<file path="src/rtl/cfgx_pkg.sv">
package cfgx_pkg;

    localparam int DATA_W = 32;
    localparam int BUS_W  = 8;
    localparam int SLOT_W = 5;
    localparam int FUNC_W = 3;
    localparam int OFF_W  = 8;
    localparam int BE_W   = DATA_W / 8;
    localparam int LO_W   = $clog2(BE_W);

    localparam int FUNC_LSB    = 8;
    localparam int T1_SLOT_LSB = 11;
    localparam int T1_BUS_LSB  = 16;
    localparam int EXT_BE_LSB  = 4;
    localparam int LOC_BE_LSB  = 20;
    localparam int LOC_WR_BIT  = 16;

    localparam logic [3:0] CODE_RD = 4'hA;
    localparam logic [3:0] CODE_WR = 4'hB;

    typedef enum logic [1:0] {
        SZ_BYTE = 2'd0,
        SZ_HALF = 2'd1,
        SZ_WORD = 2'd2,
        SZ_RSVD = 2'd3
    } size_e;

    typedef enum logic [1:0] {
        ST_OK       = 2'd0,
        ST_NOTFOUND = 2'd1,
        ST_ILLEGAL  = 2'd2
    } status_e;

    typedef enum logic [1:0] {
        S_IDLE,
        S_ADDR,
        S_DATA,
        S_RESP
    } state_e;

    typedef struct packed {
        logic [DATA_W-1:0] addr;
        logic [DATA_W-1:0] cmd;
        logic [DATA_W-1:0] wdata;
    } cyc_word_t;

    // Active-low lane enables for a size and the low offset bits; all ones = no legal pattern
    function automatic logic [BE_W-1:0] lane_enables(size_e sz, logic [LO_W-1:0] lo);
        logic [BE_W-1:0] on;
        on = '0;
        case (sz)
            SZ_BYTE: on = BE_W'(1) << lo;
            SZ_HALF: on = (lo[0] == 1'b0) ? (BE_W'(2'b11) << lo) : '0;
            SZ_WORD: on = (lo == '0) ? '1 : '0;
            default: on = '0;
        endcase
        return ~on;
    endfunction

    function automatic logic [DATA_W-1:0] size_mask(size_e sz);
        case (sz)
            SZ_BYTE: return DATA_W'(8'hFF);
            SZ_HALF: return DATA_W'(16'hFFFF);
            default: return '1;
        endcase
    endfunction

endpackage

</file>
<file path="src/rtl/cfgx_addr_fmt.sv">
module cfgx_addr_fmt
    import cfgx_pkg::*;
(
    input  logic              is_local,
    input  logic [BUS_W-1:0]  bus,
    input  logic [SLOT_W-1:0] slot,
    input  logic [FUNC_W-1:0] func,
    input  logic [OFF_W-1:0]  off,
    output logic [DATA_W-1:0] addr
);
    logic [DATA_W-1:0] aligned;
    logic [DATA_W-1:0] type0;
    logic [DATA_W-1:0] type1;

    always_comb begin
        aligned = DATA_W'(off);
        aligned[LO_W-1:0] = '0;

        type0 = (DATA_W'(1) << slot)
              | (DATA_W'(func) << FUNC_LSB)
              | aligned;

        type1 = (DATA_W'(bus)  << T1_BUS_LSB)
              | (DATA_W'(slot) << T1_SLOT_LSB)
              | (DATA_W'(func) << FUNC_LSB)
              | aligned
              | DATA_W'(1);

        if (is_local)
            addr = aligned;
        else if (bus == '0)
            addr = type0;
        else
            addr = type1;
    end
endmodule

</file>
<file path="src/rtl/cfgx_lane.sv">
module cfgx_lane
    import cfgx_pkg::*;
(
    input  logic              is_local,
    input  logic              write,
    input  size_e             size,
    input  logic [OFF_W-1:0]  off,
    input  logic [DATA_W-1:0] wdata,
    output logic              illegal,
    output logic [DATA_W-1:0] cmd,
    output logic [DATA_W-1:0] wdata_sh
);
    logic [BE_W-1:0]   be_n;
    logic [LO_W-1:0]   lo;
    logic [DATA_W-1:0] aligned;

    always_comb begin
        lo       = off[LO_W-1:0];
        be_n     = lane_enables(size, lo);
        illegal  = (be_n == '1);
        wdata_sh = wdata << (8 * lo);

        aligned = DATA_W'(off);
        aligned[LO_W-1:0] = '0;

        if (is_local)
            cmd = (DATA_W'(be_n) << LOC_BE_LSB)
                | (DATA_W'(write) << LOC_WR_BIT)
                | aligned;
        else
            cmd = (DATA_W'(be_n) << EXT_BE_LSB)
                | DATA_W'(write ? CODE_WR : CODE_RD);
    end
endmodule

</file>
<file path="src/rtl/cfgx_rd_extract.sv">
module cfgx_rd_extract
    import cfgx_pkg::*;
(
    input  logic [DATA_W-1:0] raw,
    input  logic [LO_W-1:0]   lo,
    input  size_e             size,
    output logic [DATA_W-1:0] value
);
    always_comb begin
        value = (raw >> (8 * lo)) & size_mask(size);
    end
endmodule

</file>
<file path="src/rtl/cfgx_ctrl.sv">
module cfgx_ctrl
    import cfgx_pkg::*;
(
    input  logic              clk,
    input  logic              rst,
    input  logic              req_valid,
    output logic              req_ready,
    input  logic              req_write,
    input  logic [LO_W-1:0]   req_lo,
    input  size_e             req_size,
    input  logic              illegal,
    input  cyc_word_t         next_word,
    output logic              cyc_valid,
    output logic [DATA_W-1:0] cyc_addr,
    output logic [DATA_W-1:0] cyc_cmd,
    output logic              cyc_wr,
    output logic [DATA_W-1:0] cyc_wdata,
    input  logic              cyc_done,
    input  logic              cyc_err,
    output logic [LO_W-1:0]   held_lo,
    output size_e             held_size,
    input  logic [DATA_W-1:0] rd_value,
    output logic              rsp_valid,
    output logic [1:0]        rsp_status,
    output logic [DATA_W-1:0] rsp_rdata
);
    state_e    state;
    cyc_word_t word_q;
    logic      wr_q;
    status_e   status_q;
    logic [DATA_W-1:0] rdata_q;

    always_ff @(posedge clk) begin
        if (rst) begin
            state     <= S_IDLE;
            word_q    <= '0;
            wr_q      <= 1'b0;
            held_lo   <= '0;
            held_size <= SZ_BYTE;
            status_q  <= ST_OK;
            rdata_q   <= '0;
        end else begin
            case (state)
                S_IDLE: begin
                    if (req_valid) begin
                        word_q    <= next_word;
                        wr_q      <= req_write;
                        held_lo   <= req_lo;
                        held_size <= req_size;
                        if (illegal) begin
                            status_q <= ST_ILLEGAL;
                            rdata_q  <= '1;
                            state    <= S_RESP;
                        end else begin
                            state <= S_ADDR;
                        end
                    end
                end
                S_ADDR: begin
                    if (cyc_done) begin
                        if (cyc_err) begin
                            status_q <= ST_NOTFOUND;
                            rdata_q  <= '1;
                            state    <= S_RESP;
                        end else if (wr_q) begin
                            status_q <= ST_OK;
                            rdata_q  <= '0;
                            state    <= S_DATA;
                        end else begin
                            status_q <= ST_OK;
                            rdata_q  <= rd_value;
                            state    <= S_RESP;
                        end
                    end
                end
                S_DATA:  state <= S_RESP;
                default: state <= S_IDLE;
            endcase
        end
    end

    assign req_ready  = (state == S_IDLE);
    assign cyc_valid  = (state == S_ADDR);
    assign cyc_wr     = (state == S_DATA);
    assign rsp_valid  = (state == S_RESP);
    assign cyc_addr   = word_q.addr;
    assign cyc_cmd    = word_q.cmd;
    assign cyc_wdata  = word_q.wdata;
    assign rsp_status = status_q;
    assign rsp_rdata  = rdata_q;

    // acceptance makes the engine busy on the next cycle
    a_r10_busy_after_accept: assert property (@(posedge clk) disable iff (rst)
        (req_valid && req_ready) |=> !req_ready);

    // a response lasts exactly one cycle
    a_r10_single_pulse: assert property (@(posedge clk) disable iff (rst)
        rsp_valid |=> !rsp_valid);

    // an illegal size/offset answers at once and never opens a cycle
    a_r4_illegal_no_cycle: assert property (@(posedge clk) disable iff (rst)
        (req_valid && req_ready && illegal) |=>
            (rsp_valid && !cyc_valid && rsp_status == ST_ILLEGAL && rsp_rdata == '1));

    // a failed address phase gives not-found and no data strobe
    a_r9_err_no_data: assert property (@(posedge clk) disable iff (rst)
        (cyc_valid && cyc_done && cyc_err) |=>
            (rsp_valid && !cyc_wr && rsp_status == ST_NOTFOUND && rsp_rdata == '1));

    // address and command hold until the target answers
    a_r11_hold_words: assert property (@(posedge clk) disable iff (rst)
        (cyc_valid && !cyc_done) |=>
            (cyc_valid && $stable(cyc_addr) && $stable(cyc_cmd)));

    // a data strobe only follows an error-free address phase of a write
    a_r7_strobe_after_ok: assert property (@(posedge clk) disable iff (rst)
        cyc_wr |-> ($past(cyc_valid) && $past(cyc_done) && !$past(cyc_err)));
endmodule

</file>
<file path="src/rtl/cfgx_engine.sv">
module cfgx_engine
    import cfgx_pkg::*;
(
    input  logic        clk,
    input  logic        rst,
    input  logic        req_valid,
    output logic        req_ready,
    input  logic        req_local,
    input  logic        req_write,
    input  logic [7:0]  req_bus,
    input  logic [4:0]  req_slot,
    input  logic [2:0]  req_func,
    input  logic [7:0]  req_off,
    input  logic [1:0]  req_size,
    input  logic [31:0] req_wdata,
    output logic        cyc_valid,
    output logic [31:0] cyc_addr,
    output logic [31:0] cyc_cmd,
    output logic        cyc_wr,
    output logic [31:0] cyc_wdata,
    input  logic        cyc_done,
    input  logic        cyc_err,
    input  logic [31:0] cyc_rdata,
    output logic        rsp_valid,
    output logic [1:0]  rsp_status,
    output logic [31:0] rsp_rdata
);
    size_e             size_in;
    logic              illegal;
    cyc_word_t         next_word;
    logic [LO_W-1:0]   held_lo;
    size_e             held_size;
    logic [DATA_W-1:0] rd_value;

    assign size_in = size_e'(req_size);

    cfgx_addr_fmt u_addr (
        .is_local (req_local),
        .bus      (req_bus),
        .slot     (req_slot),
        .func     (req_func),
        .off      (req_off),
        .addr     (next_word.addr)
    );

    cfgx_lane u_lane (
        .is_local (req_local),
        .write    (req_write),
        .size     (size_in),
        .off      (req_off),
        .wdata    (req_wdata),
        .illegal  (illegal),
        .cmd      (next_word.cmd),
        .wdata_sh (next_word.wdata)
    );

    cfgx_rd_extract u_rd (
        .raw   (cyc_rdata),
        .lo    (held_lo),
        .size  (held_size),
        .value (rd_value)
    );

    cfgx_ctrl u_ctrl (
        .clk        (clk),
        .rst        (rst),
        .req_valid  (req_valid),
        .req_ready  (req_ready),
        .req_write  (req_write),
        .req_lo     (req_off[LO_W-1:0]),
        .req_size   (size_in),
        .illegal    (illegal),
        .next_word  (next_word),
        .cyc_valid  (cyc_valid),
        .cyc_addr   (cyc_addr),
        .cyc_cmd    (cyc_cmd),
        .cyc_wr     (cyc_wr),
        .cyc_wdata  (cyc_wdata),
        .cyc_done   (cyc_done),
        .cyc_err    (cyc_err),
        .held_lo    (held_lo),
        .held_size  (held_size),
        .rd_value   (rd_value),
        .rsp_valid  (rsp_valid),
        .rsp_status (rsp_status),
        .rsp_rdata  (rsp_rdata)
    );
endmodule

</file>
<file path="config.mk">
export PLATFORM = sky130hd
export DESIGN_NAME = cfgx_engine
export DESIGN_NICKNAME = d
export VERILOG_FILES = /design/src/rtl/cfgx_pkg.sv /design/src/rtl/cfgx_addr_fmt.sv /design/src/rtl/cfgx_lane.sv /design/src/rtl/cfgx_rd_extract.sv /design/src/rtl/cfgx_ctrl.sv /design/src/rtl/cfgx_engine.sv
export SDC_FILE = /design/constraint.sdc
export NUM_CORES = 1
export LEC_CHECK = 0
export BUFFER_PORTS_ARGS = -buffer_cell sky130_fd_sc_hd__buf_2
export CAP_MARGIN = 40
export CELL_PAD_IN_SITES_DETAIL_PLACEMENT = 2
export CELL_PAD_IN_SITES_GLOBAL_PLACEMENT = 2
export CORE_AREA = 3 3 150 166
export DETAILED_ROUTE_END_ITERATION = 8
export DIE_AREA = 0 0 153 169
export PLACE_DENSITY = 0.83
export SLEW_MARGIN = 20
export SYNTH_ARGS = -nofsm -noshare
export SYNTH_HDL_FRONTEND = slang
export SYNTH_SLANG_ARGS = --single-unit
</file>
<file path="constraint.sdc">
create_clock -name clk -period 1.69 [get_ports clk]
set_clock_uncertainty 0.1 [all_clocks]
set_input_delay 0.169 -clock clk [delete_from_list [all_inputs] [get_ports clk]]
set_output_delay 0.169 -clock clk [all_outputs]
set_load 0.005 [all_outputs]
</file>
# [Yosys cells after proc, flatten, opt, wreduce, memory -nomap -nowiden]
# Index checks and enable logic that the tools add are counted.
[word_totals] regBits=137 in_bits=97 out_inout_bits=134 elab_cells=68
[classes] eq_ne=10 shifts=5 mux=25 bitwise_logic=10 n_reduce_logical=9
[ops] operator="$mux W32" count=8
[ops] operator="$pmux W32 S2" count=2
[ops] operator="$or A32 B8 Y32" count=3
[ops] operator="$or A32 B11 Y32" count=2
[ops] operator="$and A32 B32 Y32" count=1
[ops] operator="$or A8 B32 Y32" count=1
[ops] operator="$shl A1 B5 Y32 const A" count=1
[ops] operator="$shl A32 B5 Y32" count=1
[ops] operator="$shr A32 B5 Y32" count=1
[ops] operator="$or A24 B16 Y24" count=1
[ops] operator="$or A24 B17 Y24" count=1
[ops] operator="$mux W2" count=7
[ops] operator="$pmux W4 S3" count=1
[ops] operator="$logic_not A2 Y1" count=4
[ops] operator="$logic_not A8 Y1" count=1
[ops] operator="$mux W4" count=2
[ops] operator="$eq A2 B1 Y1 const B" count=3
[ops] operator="$eq A2 B2 Y1 const B" count=3
[ops] operator="$pmux W2 S3" count=1
[ops] operator="$eq A4 B4 Y1 const B" count=1
[ops] operator="$ne A2 B1 Y1 const B" count=2
[ops] operator="$not A4 Y4" count=1
[ops] operator="$pmux W2 S2" count=1
[ops] operator="$reduce_and A2 Y1" count=2
[ops] operator="other kinds (6)" count=8

# [Longest topological paths before layout]
[depth] word_depth=8 depth_mapped=9 ltp_nobuf=6

# [Hierarchy]
# A second synthesis with hierarchy kept.
[unflattened] cells_unflattened=942 hier_area_um2=7492.2
[modules_own_cells] module="cfgx_ctrl" instances=1 cells_each=651 area_each_um2=5480.3 seq_area_each_um2=2742.6
[modules_own_cells] module="cfgx_lane" instances=1 cells_each=131 area_each_um2=888.4 seq_area_each_um2=0.0
[modules_own_cells] module="cfgx_rd_extract" instances=1 cells_each=75 area_each_um2=650.6 seq_area_each_um2=0.0
[modules_own_cells] module="cfgx_addr_fmt" instances=1 cells_each=85 area_each_um2=473.0 seq_area_each_um2=0.0

# [Worst setup path before layout]
# Ideal clock, no wire load.
[synth_timing] path_kind="register -> register" start="register u_ctrl.state[0]" end="register u_ctrl.word_q, in the netlist u_ctrl.cyc_cmd[16]" setup_time_ps=70 t_arrival_ps=1721 required_ps=1520 path_slack_ps=-202 stages_incl_launch_ff=9 n_path_buf=3 synth_period_minus_slack_ps=1892 path_cell_list="dfxtp_1 -> inv_1 -> ha_1 -> buf_2 -> nand2_1 -> clkbuf_1 -> buf_2 -> nand2_1 -> a21oi_1"
[synth_via] elab_chain_len=2
[synth_rtl] item="start: declaration" line="cfgx_ctrl.sv:27" text="state_e state;"
[synth_rtl] item="start signal: assignment" line="cfgx_ctrl.sv:35" text="state <= S_IDLE;"
[synth_rtl] item="start signal: assignment" line="cfgx_ctrl.sv:53" text="state <= S_RESP;"
[synth_rtl] item="start signal: assignment" line="cfgx_ctrl.sv:55" text="state <= S_ADDR;"
[synth_rtl] item="$logic_not A2 Y1"
[synth_rtl] item="net req_ready" line="cfgx_engine.sv:7" text="output logic req_ready,"
[synth_rtl] item="$reduce_and A2 Y1 (no source line)"
[synth_rtl] item="end signal: assignment" line="cfgx_ctrl.sv:46" text="word_q <= next_word;"
[synth_rtl] item="end: declaration" line="cfgx_ctrl.sv:28" text="cyc_word_t word_q;"
# The timed path passes the listed nets, and every way through them passes these cells.
# A chain may end at the register's enable or synchronous reset.

# [Worst setup path in the final report]
[layout_timing] start="register u_ctrl.state[0]" end="register u_ctrl.word_q, in the netlist u_ctrl.cyc_addr[22]"
[layout_via] elab_chain_len=2
[layout_rtl] item="$logic_not A2 Y1" line="cfgx_ctrl.sv:43" text="case (state)"
[layout_rtl] item="$reduce_and A2 Y1 (no source line)"
# Every way passes these cells.

==> results.txt <==
Sequential cells account for 31.7% of the total power. The maximum fanout encountered on the critical timing path came out at 6. The die boundary height is 169 microns. The detailed-route DRC error count is 0. The final critical-path share of the clock period is 107%. The floorplan row count is 59. For this run, the number of Yosys warnings is 0. The biggest area contributor in the post-synthesis netlist is sky130_fd_sc_hd__dfxtp_1. The fraction of post-synthesis cell area in the top cell type by area came out at 40.7%.

In this run the mean area of a mapped cell was 8.56 sq um. The total met3 wirelength after detailed routing came out at 1110 microns. The routability congestion estimate from global placement came out at 0.851. The post-DP HPWL came out at 18400 microns. The mapped cell area came out at 5810 sq um. After synthesis, the share of flip-flops with an asynchronous set or reset is 0%. The max-slew headroom at the worst pin came out at 47.2%.

The arithmetic-cell share of the synthesized area counting full adders, half adders and majority gates is 0.861%. The minimum setup slack in the final design came out at -0.119 ns. The instance count of the mapped netlist is 679.

The analysis attributes to net switching a power of 4.29 mW. The total clock buffers created by CTS came out at 17. TritonCTS built the clock tree. The layout cell share with drive strength beyond 1 came out at 41.1%. The critical path is of the flip-flop to flip-flop type. The die boundary width came out at 153 microns.

The CTS H-tree depth is 4. The number of max-cap violations is 0. The library cell used as clock root buffer is sky130_fd_sc_hd__clkbuf_16. The worst setup path is captured at a flip-flop.

The run finished, with violations left. The proportion of total power due to net switching came out at 35.4%. The I/O pin total came out at 231.

In the detailed route, the total length drawn on met2 is 14000 microns. The wire length of the first global-routing pass is 40700 microns. After clock tree synthesis, the clock-pin slew on the worst setup and hold paths is 0.06 ns. The setup slack of the most critical reg-to-reg path came out at -0.12 ns. The layout overhead on the synthesized area came out at 50.2%. The initial antenna violation count is 4.

The distinct cell type count of the synthesized netlist came out at 59. The proportion of synthesized area in mux cells came out at 9.13%. The internal power component came out at 7.83 mW.

The worst endpoint data arrival time is 2.02 ns. The combinational fraction of design power is 38.6%. The floorplan step defined a core boundary enclosing 23500 sq um. Summing over every cut layer, the via total after detailed routing is 6391. At the worst endpoint, the required time is 1.90 ns.

The part of the Yosys area used for sequential elements is 40.7%. The starting utilization of the core area came out at 24.7%. By area, the combinational part of the netlist is dominated by compound AO/OA/AOI/OAI gates.

The maximum frequency from static timing analysis is 0.553 GHz. sky130_fd_sc_hd__dfxtp_1 is the most common cell in the netlist. The largest net degree at the start of global routing came out at 39.

The final layout contains 1040 nets. The max-slew violation total from the final report came out at 0. The total routing usage reported by global routing came out at 20.0%. The first detailed-routing pass ran for 4 iterations. The xor/xnor cell area share of the yosys netlist is 0.151%. The kind of path behind the tightest hold check is input port to flip-flop. Ranked by total cell area, the synthesized netlist is headed by sky130_fd_sc_hd__dfxtp_1 41%, sky130_fd_sc_hd__a221oi_1 6.0%, sky130_fd_sc_hd__nand2_1 4.8%. The synthesized-area fraction occupied by and/or/nand/nor cells came out at 17.0%. The worst slack at placement is -0.213 ns. The worst hold slack across all endpoints came out at 0.0174 ns. Sorting the synthesized cells by how often they occur yields 118 x sky130_fd_sc_hd__dfxtp_1, 75 x sky130_fd_sc_hd__nand2_1, 57 x sky130_fd_sc_hd__nor2_1. The synthesized-area fraction occupied by ao, oa, aoi and oai cells is 22.5%. Setup violations remaining at the end of the flow were counted as 45.

The via count of the first global-routing pass came out at 6871. The highest ir drop seen on vdd is 535 uV. The area enclosed by the die boundary came out at 25900 sq um. Input and output buffers added on the ports amount to 211.

The static leakage came out at 3.76 nW. The power density of the placed cells is 1390 nW/um^2. The clock latency on the worst-skew pair came out at 0.41 ns. The routed via count divided by cell count is 5.08.

The count of flip-flops with a built-in enable after synthesis came out at 0. The number of clock sinks came out at 118. The final antenna-violating net count came out at 0. The first-iteration detailed-routing DRC count came out at 277. The number of hold violations in the final report is 0. The final critical-path required period came out at 1.81 ns. The clock passes through at most 2 buffers. The synthesized design contains 118 register bits.

The detailed-routing wirelength on met1 came out at 11100 microns. After detailed routing, no signal wire sits above met4. The worst setup path is launched from a flip-flop. The routed wire length is 27100 microns. Setup repair after global routing could not meet its margin everywhere. The final reports fail on setup timing. Among all flip-flop cells after synthesis, the most frequent one is sky130_fd_sc_hd__dfxtp_1.

The total congestion overflow came out at 0. The sum of negative setup slack came out at -2.12 ns. In the final routed layout, each cell accounts on average for 21.5 microns. At the pin with the least slew margin, the transition time is 0.789 ns. The clock network power share is 29.7%.
-- worst paths after layout --
path,from,end,depth (start not counted)
setup / recovery,u_ctrl.state[0],u_ctrl.cyc_addr[22],7
hold reg to reg,u_ctrl.cyc_addr[27],u_ctrl.cyc_addr[27],2
setup reg to reg,u_ctrl.state[0],u_ctrl.cyc_addr[22],7
hold / removal,req_slot[3],u_ctrl.cyc_addr[9],3
-- cells in the final DEF (no fill, tap or decap), types with 5 or more instances in the layout --
master	n
sky130_fd_sc_hd__a211o_1	9
sky130_fd_sc_hd__a21oi_1	48
sky130_fd_sc_hd__a221oi_1	11
sky130_fd_sc_hd__a221oi_2	29
sky130_fd_sc_hd__a22oi_1	20
sky130_fd_sc_hd__buf_12	8
sky130_fd_sc_hd__buf_2	210
sky130_fd_sc_hd__buf_4	46
sky130_fd_sc_hd__clkbuf_16	17
sky130_fd_sc_hd__conb_1	19
sky130_fd_sc_hd__dfxtp_1	116
sky130_fd_sc_hd__dlygate4sd3_1	29
sky130_fd_sc_hd__inv_1	37
sky130_fd_sc_hd__mux2_2	24
sky130_fd_sc_hd__mux2i_1	26
sky130_fd_sc_hd__nand2_1	73
sky130_fd_sc_hd__nand2b_1	9
sky130_fd_sc_hd__nand3_1	12
sky130_fd_sc_hd__nor2_1	54
sky130_fd_sc_hd__nor2b_1	5
sky130_fd_sc_hd__nor3_1	14
sky130_fd_sc_hd__o211ai_1	10
sky130_fd_sc_hd__o21ai_0	12
sky130_fd_sc_hd__o21ai_1	12
sky130_fd_sc_hd__o2bb2ai_1	9
sky130_fd_sc_hd__o32ai_2	6
-- registers in the layout, summed over array words and instances (netlist names) --
name / flops
u_ctrl.cyc_addr: 32
u_ctrl.cyc_cmd: 13
u_ctrl.cyc_wdata: 32
u_ctrl.held_lo: 2
u_ctrl.held_size: 2
u_ctrl.rsp_rdata: 32
u_ctrl.rsp_status: 2
u_ctrl.state: 2
u_ctrl.wr_q: 1
-- power by group through the flow --
stage / logic [mW] / clock network, mW / registers, mW
6_report: 4.67 / 3.60 / 3.84
5_1_grt: 5.06 / 3.81 / 3.93
4_1_cts: 4.51 / 3.67 / 3.83
2_1_floorplan: 1.93 / 0 / 3.86
3_3_place_gp: 3.64 / 0 / 3.83
3_5_place_dp: 3.78 / 0 / 3.86
-- cell type report --
cell class | instances | area [sq um]
Sequential cell | 118 | 2370
Timing Repair Buffer | 299 | 1940
Tap cell | 305 | 382
Antenna cell | 4 | 10.0
Inverter | 41 | 161
Clock inverter | 8 | 101
Fill cell | 2661 | 14800
Multi-Input combinational cell | 462 | 3300
Clock buffer | 22 | 464
-- repair_timing --
item,CTS,global route
gates cloned,2,0
endpoints found under the hold margin,31,1
endpoints found under the setup margin,97,75
pin swaps,7,11
resized for setup,51,30
setup buffers,5,1
hold buffers,28,1
-- metrics by stage --
step	total power, mW	cells	util (%)	instance area (sq um)
global placement	7.47	1189	31.5	7420
CTS	12.0	1254	36.6	8610
floorplan	5.78	697	-	5910
detailed placement	7.64	1189	31.5	7420
global route	12.8	1259	37.1	8730
finish	12.1	1259	37.1	8730
-- cell families after synthesis --
family | Yosys count
compound gates | 186
xor+xnor | 1
fa+ha+maj | 4
buf+inv | 117
flops | 118
mux | 50
other cells | 1
simple gates | 202
-- worst max-delay path: stages (launching register included) --
cell and delay, ns:
sky130_fd_sc_hd__dfxtp_4 0.37, sky130_fd_sc_hd__inv_4 0.07, sky130_fd_sc_hd__ha_4 0.20, sky130_fd_sc_hd__buf_6 0.11
sky130_fd_sc_hd__and3b_2 0.25, sky130_fd_sc_hd__buf_12 0.12, sky130_fd_sc_hd__nand4_1 0.26, sky130_fd_sc_hd__o32ai_2 0.23
-- per-layer routing --
| metal | vias up | GRT usage [%] |
|---|---|---|
| met4 | 0 | 8.87 |
| met2 | 226 | 35.7 |
| met5 | - | 0 |
| met3 | 50 | 3.73 |
| met1 | 3190 | 23.4 |
| li1 | 2925 | - |
Power figures use the tool's default switching activity.
